==> config.mk <==
export PLATFORM = sky130hd
export DESIGN_NAME = ser_shift_unit
export DESIGN_NICKNAME = d
export VERILOG_FILES = /design/src/rtl/ssu_pkg.sv /design/src/rtl/ssu_clk_src.sv /design/src/rtl/ssu_shifter.sv /design/src/rtl/ssu_edge_cnt.sv /design/src/rtl/ser_shift_unit.sv
export SDC_FILE = /design/constraint.sdc
export NUM_CORES = 1
export LEC_CHECK = 0
export CAP_MARGIN = 20
export CELL_PAD_IN_SITES_DETAIL_PLACEMENT = 1
export CELL_PAD_IN_SITES_GLOBAL_PLACEMENT = 2
export CORE_ASPECT_RATIO = 1.75
export CORE_MARGIN = 10
export CORE_UTILIZATION = 26
export DETAILED_ROUTE_END_ITERATION = 6
export PLACE_DENSITY_LB_ADDON = 0.25
export SLEW_MARGIN = 20
export SYNTH_ARGS = -nofsm -noshare
export SYNTH_HDL_FRONTEND = slang
export SYNTH_SLANG_ARGS = --single-unit
==> constraint.sdc <==
create_clock -name clk_i -period 2.3 [get_ports clk_i]
set_input_delay 0.23 -clock clk_i [delete_from_list [all_inputs] [get_ports clk_i]]
set_output_delay 0.23 -clock clk_i [all_outputs]
set_load 0.02 [all_outputs]
==> src/rtl/ssu_pkg.sv <==
package ssu_pkg;
  localparam int CTL_MODE = 0;
  localparam int CTL_EXT  = 1;
  localparam int CTL_TGL  = 2;
  localparam int CTL_IEN  = 3;
  localparam int STS_OVF  = 7;
  localparam int STS_CCLR = 6;

  typedef enum logic {
    MODE_RISE_SAMPLE = 1'b0,
    MODE_FALL_SAMPLE = 1'b1
  } edge_mode_e;

  typedef struct packed {
    logic       irq_en;
    logic       ext_sel;
    edge_mode_e mode;
  } ctl_t;
endpackage

==> src/rtl/ssu_clk_src.sv <==
module ssu_clk_src #(
  parameter int SYNC_STAGES = 2
) (
  input  logic clk_i,
  input  logic rst_ni,
  input  logic ext_sel_i,
  input  logic strobe_i,
  input  logic sck_ext_i,
  output logic sck_o,
  output logic rise_o,
  output logic fall_o
);
  logic [SYNC_STAGES:0] sync_q;
  logic                 sck_q;
  logic                 tgl;
  logic                 ext_rise, ext_fall;

  always_ff @(posedge clk_i or negedge rst_ni) begin
    if (!rst_ni) sync_q[0] <= 1'b0;
    else         sync_q[0] <= sck_ext_i;
  end

  // synchronizer chain plus one history stage for edge detect
  for (genvar g = 1; g <= SYNC_STAGES; g++) begin : g_sync
    always_ff @(posedge clk_i or negedge rst_ni) begin
      if (!rst_ni) sync_q[g] <= 1'b0;
      else         sync_q[g] <= sync_q[g-1];
    end
  end

  assign ext_rise = sync_q[SYNC_STAGES-1] & ~sync_q[SYNC_STAGES];
  assign ext_fall = ~sync_q[SYNC_STAGES-1] & sync_q[SYNC_STAGES];

  assign tgl = strobe_i & ~ext_sel_i;

  always_ff @(posedge clk_i or negedge rst_ni) begin
    if (!rst_ni)  sck_q <= 1'b0;
    else if (tgl) sck_q <= ~sck_q;
  end

  assign sck_o  = sck_q;
  assign rise_o = ext_sel_i ? ext_rise : (tgl & ~sck_q);
  assign fall_o = ext_sel_i ? ext_fall : (tgl & sck_q);
endmodule

==> src/rtl/ssu_shifter.sv <==
module ssu_shifter #(
  parameter int DATA_W = 8
) (
  input  logic              clk_i,
  input  logic              rst_ni,
  input  logic              load_i,
  input  logic [DATA_W-1:0] load_data_i,
  input  logic              sample_i,
  input  logic              shift_i,
  input  logic              di_i,
  output logic [DATA_W-1:0] data_o,
  output logic              do_o
);
  logic [DATA_W-1:0] data_q;
  logic              cap_q;

  always_ff @(posedge clk_i or negedge rst_ni) begin
    if (!rst_ni)       cap_q <= 1'b0;
    else if (sample_i) cap_q <= di_i;
  end

  always_ff @(posedge clk_i or negedge rst_ni) begin
    if (!rst_ni)      data_q <= '0;
    else if (load_i)  data_q <= load_data_i;
    else if (shift_i) data_q <= {data_q[DATA_W-2:0], cap_q};
  end

  assign data_o = data_q;
  assign do_o   = data_q[DATA_W-1];
endmodule

==> src/rtl/ssu_edge_cnt.sv <==
module ssu_edge_cnt #(
  parameter int CNT_W = 4
) (
  input  logic             clk_i,
  input  logic             rst_ni,
  input  logic             edge_i,
  input  logic             clr_i,
  input  logic             flag_clr_i,
  output logic [CNT_W-1:0] cnt_o,
  output logic             flag_o
);
  localparam logic [CNT_W-1:0] CNT_MAX = '1;

  logic [CNT_W-1:0] cnt_q;
  logic             flag_q;
  logic             wrap;

  assign wrap = edge_i & ~clr_i & (cnt_q == CNT_MAX);

  always_ff @(posedge clk_i or negedge rst_ni) begin
    if (!rst_ni)     cnt_q <= '0;
    else if (clr_i)  cnt_q <= '0;
    else if (edge_i) cnt_q <= cnt_q + 1'b1;
  end

  // set wins over a coincident clear
  always_ff @(posedge clk_i or negedge rst_ni) begin
    if (!rst_ni)         flag_q <= 1'b0;
    else if (wrap)       flag_q <= 1'b1;
    else if (flag_clr_i) flag_q <= 1'b0;
  end

  assign cnt_o  = cnt_q;
  assign flag_o = flag_q;
endmodule

==> src/rtl/ser_shift_unit.sv <==
module ser_shift_unit #(
  parameter int DATA_W      = 8,
  parameter int SYNC_STAGES = 2
) (
  input  logic              clk_i,
  input  logic              rst_ni,
  input  logic              dat_we_i,
  input  logic [DATA_W-1:0] dat_wdata_i,
  input  logic              ctl_we_i,
  input  logic [7:0]        ctl_wdata_i,
  input  logic              sts_we_i,
  input  logic [7:0]        sts_wdata_i,
  input  logic              sck_ext_i,
  input  logic              di_i,
  output logic              sck_o,
  output logic              do_o,
  output logic [DATA_W-1:0] dat_o,
  output logic [7:0]        sts_o,
  output logic              irq_o
);
  import ssu_pkg::*;

  localparam int CNT_W = $clog2(2 * DATA_W);

  ctl_t             ctl_q;
  logic             ext_sel;
  logic             strobe;
  logic             rise, fall, edge_ev;
  logic             sample_ev, shift_ev;
  logic [CNT_W-1:0] cnt;
  logic             ovf;
  logic             unused_bits;

  always_ff @(posedge clk_i or negedge rst_ni) begin
    if (!rst_ni) begin
      ctl_q <= '{irq_en: 1'b0, ext_sel: 1'b0, mode: MODE_RISE_SAMPLE};
    end else if (ctl_we_i) begin
      ctl_q.irq_en  <= ctl_wdata_i[CTL_IEN];
      ctl_q.ext_sel <= ctl_wdata_i[CTL_EXT];
      ctl_q.mode    <= edge_mode_e'(ctl_wdata_i[CTL_MODE]);
    end
  end

  assign ext_sel = ctl_q.ext_sel;
  assign strobe  = ctl_we_i & ctl_wdata_i[CTL_TGL];

  ssu_clk_src #(.SYNC_STAGES(SYNC_STAGES)) u_clk (
    .clk_i    (clk_i),
    .rst_ni   (rst_ni),
    .ext_sel_i(ext_sel),
    .strobe_i (strobe),
    .sck_ext_i(sck_ext_i),
    .sck_o    (sck_o),
    .rise_o   (rise),
    .fall_o   (fall)
  );

  assign sample_ev = (ctl_q.mode == MODE_RISE_SAMPLE) ? rise : fall;
  assign shift_ev  = (ctl_q.mode == MODE_RISE_SAMPLE) ? fall : rise;
  assign edge_ev   = rise | fall;

  ssu_shifter #(.DATA_W(DATA_W)) u_shf (
    .clk_i      (clk_i),
    .rst_ni     (rst_ni),
    .load_i     (dat_we_i),
    .load_data_i(dat_wdata_i),
    .sample_i   (sample_ev),
    .shift_i    (shift_ev),
    .di_i       (di_i),
    .data_o     (dat_o),
    .do_o       (do_o)
  );

  ssu_edge_cnt #(.CNT_W(CNT_W)) u_cnt (
    .clk_i     (clk_i),
    .rst_ni    (rst_ni),
    .edge_i    (edge_ev),
    .clr_i     (sts_we_i & sts_wdata_i[STS_CCLR]),
    .flag_clr_i(sts_we_i & sts_wdata_i[STS_OVF]),
    .cnt_o     (cnt),
    .flag_o    (ovf)
  );

  always_comb begin
    sts_o              = '0;
    sts_o[STS_OVF]     = ovf;
    sts_o[CNT_W-1:0]   = cnt;
  end

  assign irq_o = ovf & ctl_q.irq_en;

  assign unused_bits = ^{ctl_wdata_i[7:4], sts_wdata_i[5:0]};
endmodule

# Word level (Yosys, flattened, before mapping)
# Index checks and enable logic that the tools add are counted.
[word_totals]
reg_bits = 21
in_bits = 31
output_inout_bits = 19
wordCells = 43
[op_classes]
n_addsub = 1
n_eq_ne = 1
muxes = 10
n_bitwise = 17
n_reduce_logical = 3
[ops]
columns = ["cell", "n"]
rows = [
  ["8-bit two-way mux", 2],
  ["1-bit bitwise AND", 11],
  ["4-bit two-way mux", 2],
  ["1-bit two-way mux", 6],
  ["2-bit nonzero test", 3],
  ["1-bit NOT", 5],
  ["4-bit by 1-bit adder with 4-bit output, second input constant", 1],
  ["4-bit equality test, second input constant", 1],
  ["1-bit OR", 1],
]

# Logic depth before layout (Yosys ltp)
# Gate-level depths: netlist (run 1).
[logic_depth]
word_depth = 8
mapped_depth = 5
ltp_nobuf = 5

# Modules after synthesis
# A second synthesis (run 1) with hierarchy kept.
[hier_totals]
hier_cells = 87
area_unflattened_um2 = 1013.5
[modules_own_cells]
columns = ["mod", "n_inst", "cells_per_inst", "area_each_um2", "seq_area_each_um2"]
rows = [
  ["ssu_shifter", 1, 37, 416.6, 225.2],
  ["ssu_edge_cnt", 1, 21, 249.0, 125.1],
  ["ser_shift_unit", 1, 18, 196.4, 75.1],
  ["ssu_clk_src", 1, 11, 151.4, 100.1],
]

# Worst setup path before layout (run 1)
# Ideal clock, no wire load.
[synth_path]
path_type = "flip-flop to flip-flop"
from = "reg, netlist name ext_sel"
to = "reg u_shf.data_q[1], in the netlist u_shf.data_o[1]"
setup_ps = 125
t_arrival_ps = 1321
t_required_ps = 2175
setup_slack_ps = 855
path_stages_with_launch = 6
n_path_buf = 1
period_less_slack_ps = 1445
path_cell_list = "dfrtp_1 buf_2 nand3b_1 o21ai_2 o22ai_4 mux2_2"
[synth_between]
elab_chain_cells = 6
elab_cells_between_ends = 8
cone_classes = "3 x mux; 4 x bitwise; 1 x reduce/logical"
[synth_lines]
columns = ["item", "line", "text"]
rows = [
  ["1-bit NOT", "ssu_clk_src.sv:34", "assign tgl = strobe_i & ~ext_sel_i;"],
  ["1-bit bitwise AND", "ssu_clk_src.sv:34", ""],
  ["1-bit bitwise AND (on tied branches)", "ssu_clk_src.sv:43, ssu_clk_src.sv:42", ""],
  ["1-bit two-way mux (on tied branches)", "ssu_clk_src.sv:43, ssu_clk_src.sv:42", ""],
  ["1-bit two-way mux *", "ser_shift_unit.sv:59", "assign shift_ev = (ctl_q.mode == MODE_RISE_SAMPLE) ? fall : rise;"],
  ["2-bit nonzero test (no line) *", "-", ""],
  ["end signal, assigned", "ssu_shifter.sv:24", "else if (load_i) data_q <= load_data_i;"],
  ["end signal, assigned", "ssu_shifter.sv:25", "else if (shift_i) data_q <= {data_q[DATA_W-2:0], cap_q};"],
  ["end, declared", "ssu_shifter.sv:14", "logic [DATA_W-1:0] data_q;"],
]
# Every way passes the cells marked *; elsewhere a longest branch is shown, timed or not.
# A chain may end at the register's enable or synchronous reset.

# Worst setup path after layout (run 1)
[layout_path]
from = "in ctl_we_i"
to = "reg u_shf.data_q[2], in the netlist u_shf.data_o[2]"
[layout_between]
elab_chain_cells = 6
elab_cells_between_ends = 8
cone_classes = "3 x mux; 4 x bitwise; 1 x reduce/logical"
[layout_lines]
columns = ["item", "line", "text"]
rows = [
  ["start, declared", "ser_shift_unit.sv:9", "input logic ctl_we_i,"],
  ["1-bit bitwise AND *", "ser_shift_unit.sv:45", "assign strobe = ctl_we_i & ctl_wdata_i[CTL_TGL];"],
  ["1-bit bitwise AND *", "ssu_clk_src.sv:34", ""],
  ["1-bit bitwise AND (on tied branches)", "ssu_clk_src.sv:43, ssu_clk_src.sv:42", ""],
  ["1-bit two-way mux (on tied branches)", "ssu_clk_src.sv:43, ssu_clk_src.sv:42", ""],
  ["1-bit two-way mux *", "ser_shift_unit.sv:59", ""],
  ["2-bit nonzero test (no line) *", "-", ""],
]
# Marks and branches as above.

==> results by group, run 1 <==
Status
  • Status: finished clean

Floorplan
  • Die X-Extent: around 68 microns
  • Placeable Area: 3900 sq um
  • Die height: 105 microns
  • Die ar.: 7150 sq um
  • Row Count: 30
  • Initial Utilization: 27.2%
  • I/O pins: 50

Critical path
  • Worst EP arrival: 1.80 ns
  • CP max FO: 8
  • Setup crit end kind: flop
  • Critical setup path kind: in2reg
  • Worst path required time: 2.44 ns
  • CP startpoint kind: input port

Timing
  • Period minus WS final: 1.66 ns
  • Hold_ws: 0.320 ns
  • Setup repair after global routing missed its margin: no
  • Worst Clk Skew: 0.00201 ns
  • FMAX: 604 MHz
  • Final setup TNS: 0 ns
  • Slew Limit Fails: 0
  • Final WS setup: approximately 0.64 ns
  • Final setup violation count: 0
  • Period utilization: 72.0%
  • Final hold vios: 0

Yosys
  • Mux cell area share after synthesis: 23.4%
  • Top-count cell post-synth: dfrtp_1
  • Post-Synth XOR/XNOR Area: 4.12%
  • Synth area leader: dfrtp_1
  • Register area share after synthesis: 49.4%
  • Yosys reg bits: 21
  • Synth Area in Compound Gates: around a tenth
  • Syn. warnings: 0
  • Syn Area/Cell: roughly 13 sq um
  • Share of flip-flops with an asynchronous set or reset: 100%
  • Area share of the largest cell type after synthesis: 49.4%
  • Ys flop type: dfrtp_1
  • Ranking of synthesized cells by area: dfrtp_1, mux2_2, buf_4, a21oi_1, xnor2_1
  • Main combinational cell family by area after synthesis: multiplexers
  • Cells after synthesis: 82
  • Simple-Gate Fraction of Synth Area: 5.76%
  • Number of flops mapped to enable cells by yosys: 0
  • Post-synthesis adder-cell area fraction: 1.18%
  • Synth cell count leaders: dfrtp_1, mux2_2, a21oi_1, buf_4, xnor2_1
  • Cell variety after synth: 26
  • Mapped Area: approximately 1100 sq um

Global route
  • Initial antenna violation count: 0
  • Tot GR Track Use: 7.68%
  • Largest net degree at the start of global routing: 22
  • First-pass GRT wire length: roughly 4300 microns
  • Vias in the first global route: between 800 and 900
  • Overflow after GRT: 0

Layout
  • Area taken by multi-input logic gates: 488 sq um
  • Filler instances: 443
  • Register area: 526 sq um
  • Fin nets: 152
  • Diodes inserted: 0
  • Fraction of layout cells with a size suffix above 1: 24.4%
  • Non-filler cells, final: 167
  • Layout area overhead: 40.8%

Power and ir drop
  • Clock power frac: ~17%
  • Sw Pwr: 457 uW
  • Pwr/cell area: 908 nW/um^2
  • Net Sw Frac: 33.6%
  • Overall power: 1.36 mW
  • Pleak: about 0.59 nW
  • Int Pwr: ~900 uW
  • Gate power share: 41.3%
  • VDD IR max: 0.368 mV
  • Seq pwr share: 41.5%

Routing
  • Residual DRC: 0
  • Via density: 4.49
  • Detailed Route WL: 2570 microns
  • Vias after detailed routing: 750
  • First-pass DRT Iterations: 4
  • Initial detailed-routing violation count: 24
  • Drt wl/cell: between 15 and 20 microns
  • DRT antenna net count: 0

CTS
  • Clk buf depth: 2
  • Hold buffers post-CTS: 0
  • Reg clk slew, reported paths: 0.07 ns
  • H-tree depth: 1
  • TritonCTS buffer count: 3
  • Worst skew pair latency: 0.25 ns
  • Root buffer cell: clkbuf_8
  • CTS tree: built
  • Setup bufs post-CTS: 0
  • CTS sink count: 21
  • PostCTS Resize Cnt: 0

Placement
  • Post-placement worst setup slack: 0.318 ns
  • DP Cell Count: roughly 160
  • RD Place Congestion: 0.650
  • Buffers on Ports: 36
  • Half-perimeter wire length after placement: 2050 microns

Hold path
  • Hold crit path type: in2async

Run
  • Max Cap Viol: 0
==> logic make-up after synthesis <==
group           after synthesis
mux                          22
flops                        21
compound gates               13
simple gates                 11
buf+inv                       8
xor+xnor                      5
fa+ha+maj                     1
other cells                   1
==> metal layers <==
layer | wire (microns) | up-vias | share of wire, % | GRT usage, %
met4 | 21 | 0 | 0.82 | 2.60
met1 | 871 | 366 | 34 | 7.42
met2 | 1420 | 26 | 55 | 13.5
met3 | 252 | 2 | 9.8 | 3.53
li1 | - | 356 | - | -
met5 | 0 | - | 0 | 0
==> critical path: stages <==
cell and delay [ns]:
clkdlybuf4s50_1 0.56, nand3_1 0.18, o21ai_2 0.09, o22ai_4 0.35, mux2_2 0.38
==> placed cells by master (no fill, tap or decap) <==
cell type,instances
ha_1,1
mux2_2,19
nand2b_1,1
xor2_1,1
clkdlybuf4s50_1,36
mux2i_1,2
nand2_1,2
inv_1,1
xnor2_1,4
nor2_1,1
clkbuf_8,3
dfrtp_1,21
a32o_1,1
nand3_1,2
a211oi_1,2
and2_1,1
nand3b_1,2
or2_1,1
buf_4,2
a21oi_1,7
o22ai_4,1
clkbuf_1,1
o31ai_4,1
nand2_2,1
conb_1,3
mux2_4,1
o21ai_2,1
==> layout make-up <==
| cell class | count | share of cell area [%] |
|---|---|---|
| inverter | 1 | 0.251 |
| multi-input combinational | 55 | 32.6 |
| sequential | 21 | 35.1 |
| tap | 48 | 4.01 |
| timing repair buffer | 38 | 25.1 |
| clock buffer | 4 | 3.01 |
==> flip-flops by register name, summed over array words and instances (netlist names) <==
signal / count
u_cnt.flag_o: 1
ext_sel: 1
u_cnt.cnt_o: 4
u_shf.data_o: 8
u_clk.sync_q: 3
ctl_q: 2
u_shf.cap_q: 1
u_clk.sck_o: 1
==> stage by stage <==
stage	utilization [%]	cell area, sq um
2_1_floorplan	-	1070
3_3_place_gp	37.2	1450
3_5_place_dp	37.2	1450
4_1_cts	38.4	1500
5_1_grt	38.4	1500
6_report	38.4	1500
==> worst paths after layout <==
check | from | end | slack (ns) | cells after the start
setup reg to reg | ext_sel$_DFFE_PN0P_ | u_shf.data_o[2]$_DFFE_PN0P_ | 0.69 | 4
setup / recovery | ctl_we_i | u_shf.data_o[2]$_DFFE_PN0P_ | 0.64 | 5
hold / removal | rst_ni | u_clk.sck_o$_DFFE_PN0N_ | 0.32 | 2
hold reg to reg | u_clk.sync_q[0]$_DFF_PN0_ | u_clk.sync_q[1]$_DFF_PN0_ | 0.35 | 0
max in group asynchronous | rst_ni | u_shf.data_o[2]$_DFFE_PN0P_ | 1.75 | 2
min in group clk_i | u_clk.sync_q[0]$_DFF_PN0_ | u_clk.sync_q[1]$_DFF_PN0_ | 0.35 | 0
==> power by group through the flow <==
stage	Clock, mW	Combinational (mW)	Sequential [mW]
detailed placement	0	0.571	0.573
finish	0.234	0.561	0.564
global route	0.272	0.606	0.583
global placement	0	0.566	0.570
CTS	0.252	0.575	0.566
floorplan	0	0.223	0.653
No activity file was read; power rests on OpenSTA's default activity.
==> run 2: changes to the inputs <==
--- a/config.mk
+++ b/config.mk
@@ -10,7 +10,7 @@
 export CELL_PAD_IN_SITES_GLOBAL_PLACEMENT = 2
 export CORE_ASPECT_RATIO = 1.75
 export CORE_MARGIN = 10
-export CORE_UTILIZATION = 26
+export CORE_UTILIZATION = 25
 export DETAILED_ROUTE_END_ITERATION = 6
 export PLACE_DENSITY_LB_ADDON = 0.25
 export SLEW_MARGIN = 20
==> constraint.sdc (replaced) <==
create_clock -name clk_i -period 1.7 [get_ports clk_i]
set_input_delay 0.17 -clock clk_i [delete_from_list [all_inputs] [get_ports clk_i]]
set_output_delay 0.17 -clock clk_i [all_outputs]
set_load 0.02 [all_outputs]
==> results by group, run 2 (synthesis results as in run 1) <==
CTS
  • Setup bufs post-CTS: 0 (unchanged)
  • H-tree depth: 1 (unchanged)
  • Worst skew pair latency: 0.26 ns (about the same)
  • Reg clk slew, reported paths: 0.08 ns (about the same)
  • Hold buffers post-CTS: 0 (unchanged)
  • TritonCTS buffer count: 3 (unchanged)
  • CTS sink count: 21 (unchanged)
  • CTS tree: built
  • Clk buf depth: 2 (unchanged)
  • PostCTS Resize Cnt: 0 (unchanged)
  • Root buffer cell: clkbuf_8

Routing
  • Vias after detailed routing: 763 (+1.7%)
  • First-pass DRT Iterations: 4 (unchanged)
  • Via density: 4.46 (-0.65%)
  • Detailed Route WL: 2640 microns (+2.9%)
  • DRT antenna net count: 0 (unchanged)
  • Initial detailed-routing violation count: 4 (-83%)
  • Residual DRC: 0 (unchanged)
  • Drt wl/cell: 15.4 microns (+0.48%)

Timing
  • Final hold vios: 0 (unchanged)
  • FMAX: 652 MHz
  • Setup repair after global routing missed its margin: no
  • Slew Limit Fails: 0 (unchanged)
  • Final setup violation count: 0 (unchanged)
  • Worst Clk Skew: 0.00125 ns (-0.000752 ns)
  • Period minus WS final: 1.53 ns
  • Period utilization: between 90 and 100%

Critical path
  • FF-to-FF path depth: 4 (unchanged)
  • Worst r2r src: ext_sel$_DFFE_PN0P_
  • Worst Setup EP: irq_o
  • Worst EP arrival: 1.36 ns (-0.44 ns)
  • Worst path required time: 1.53 ns (-0.91 ns)
  • R2R setup slack: 0.19 ns (-0.50 ns)
  • Critical setup path kind: reg2out
  • Worst r2r dst: u_shf.data_o[2]$_DFFE_PN0P_
  • Setup crit end kind: primary output
  • Worst Setup SP: u_cnt.flag_o$_DFFE_PN0P_
  • CP max FO: 3 (-5)
  • CP startpoint kind: flop

Power and ir drop
  • Overall power: 1.85 mW (+36%)
  • VDD IR max: 0.844 mV (+130%)
  • Pwr/cell area: 1220 nW/um^2 (+34%)
  • Pleak: 0.611 nW (+2.9%)

Run
  • Max Cap Viol: 0 (unchanged)

Placement
  • Area after DPL: 1480 sq um (+1.6%)
  • Buffers on Ports: 36 (unchanged)
  • DP Cell Count: 167 (+2.5%)
  • RD Place Congestion: 0.707 (+8.8%)
  • Half-perimeter wire length after placement: 2170 microns (+5.8%)

Floorplan
  • Die ar.: 7370 sq um (+3.0%)
  • Initial Utilization: 25.9% (-1.4 points)
  • Die X-Extent: 69.3 microns (+1.4%)
  • Die height: 106 microns (+1.6%)
  • Row Count: 31 (+3.3%)
  • Placeable Area: 4110 sq um (+5.3%)
  • I/O pins: 50 (unchanged)

Global route
  • Overflow after GRT: 0 (unchanged)
  • First-pass GRT wire length: 4400 microns (+2.9%)
  • Initial antenna violation count: 0 (unchanged)
  • Largest net degree at the start of global routing: 22 (unchanged)
  • Tot GR Track Use: 7.33% (-0.35 points)
  • Vias in the first global route: 892 (+2.1%)

Hold path
  • Hold crit path type: in2async

Layout
  • Fin nets: 155 (+2.0%)
  • Most frequent cells in the layout: clkdlybuf4s50_1, dfrtp_1, mux2_2, a21oi_1, buf_4
  • Fraction of layout cells with a size suffix above 1: 27.0% (+2.7 points)
  • Max reg flops: 8 (unchanged)
  • Commonest non-fill, non-tap cell in the layout: clkdlybuf4s50_1
  • Non-filler cells, final: 171 (+2.4%)
  • Layout area overhead: 43.2%
  • Diodes inserted: 0 (unchanged)
  • Final instance area: 1520 sq um (+1.7%)

Status
  • Status: finished clean
## run 2: changes by cell type in the layout (fill, tap and decap cells not counted)
cell,previous run,this run
clkbuf_1,1,0
clkinv_2,0,1
buf_4,2,5
## run 2: worst min path at each step
stage / cells past startpoint / endpoint / slack [ns]
2_1_floorplan: 0 / ctl_q[0]$_DFFE_PN0P_ / -0.13
3_3_place_gp: 0 / u_clk.sync_q[1]$_DFF_PN0_ / 0.35
3_5_place_dp: 0 / u_clk.sync_q[1]$_DFF_PN0_ / 0.35
4_1_cts: 2 / u_cnt.cnt_o[2]$_DFFE_PN0P_ / 0.27
5_1_grt: 2 / u_cnt.cnt_o[3]$_DFFE_PN0P_ / 0.29
6_report: 2 / u_cnt.cnt_o[3]$_DFFE_PN0P_ / 0.26
## run 2: layer usage
| layer | share of wire [%] | vias to the layer above | track usage (%) |
|---|---|---|---|
| met5 | 0 | - | 0 |
| met4 | 1.0 | 0 | 3.47 |
| met3 | 8.3 | 2 | 3.17 |
| met2 | 56 | 23 | 13.2 |
| met1 | 34 | 376 | 6.93 |
| li1 | - | 362 | - |
## run 2: worst max-delay path, stage by stage (launching register included)
cell and delay [ns]:
dfrtp_1 0.38, and2_1 0.13, clkdlybuf4s50_1 0.60
## run 2: area by class of cell
cell class	instances	area (sq um)
Timing Repair Buffer	41	398
Tap cell	49	61.3
Inverter	1	3.75
Sequential cell	21	526
Clock inverter	1	5.00
Fill cell	485	2590
Multi-Input combinational cell	55	488
Clock buffer	3	41.3
## run 2: per-stage QoR
stage	utilization (%)	setup WS (ns)	TNS, ns	hold WS, ns
after global routing	37.0	0.0349	0	0.285
after detailed placement	35.9	-0.0595	-0.418	0.350
after global placement	35.9	-0.0534	-0.416	0.351
after CTS	37.0	0.133	0	0.266
after floorplan	-	0.255	0	-0.126
final	37.0	0.166	0	0.258
## run 2: power by group
group          total, mW  switching [mW]  internal (mW)
combinational      0.768           0.340          0.428
sequential         0.760           0.127          0.633
clock              0.326           0.163          0.163
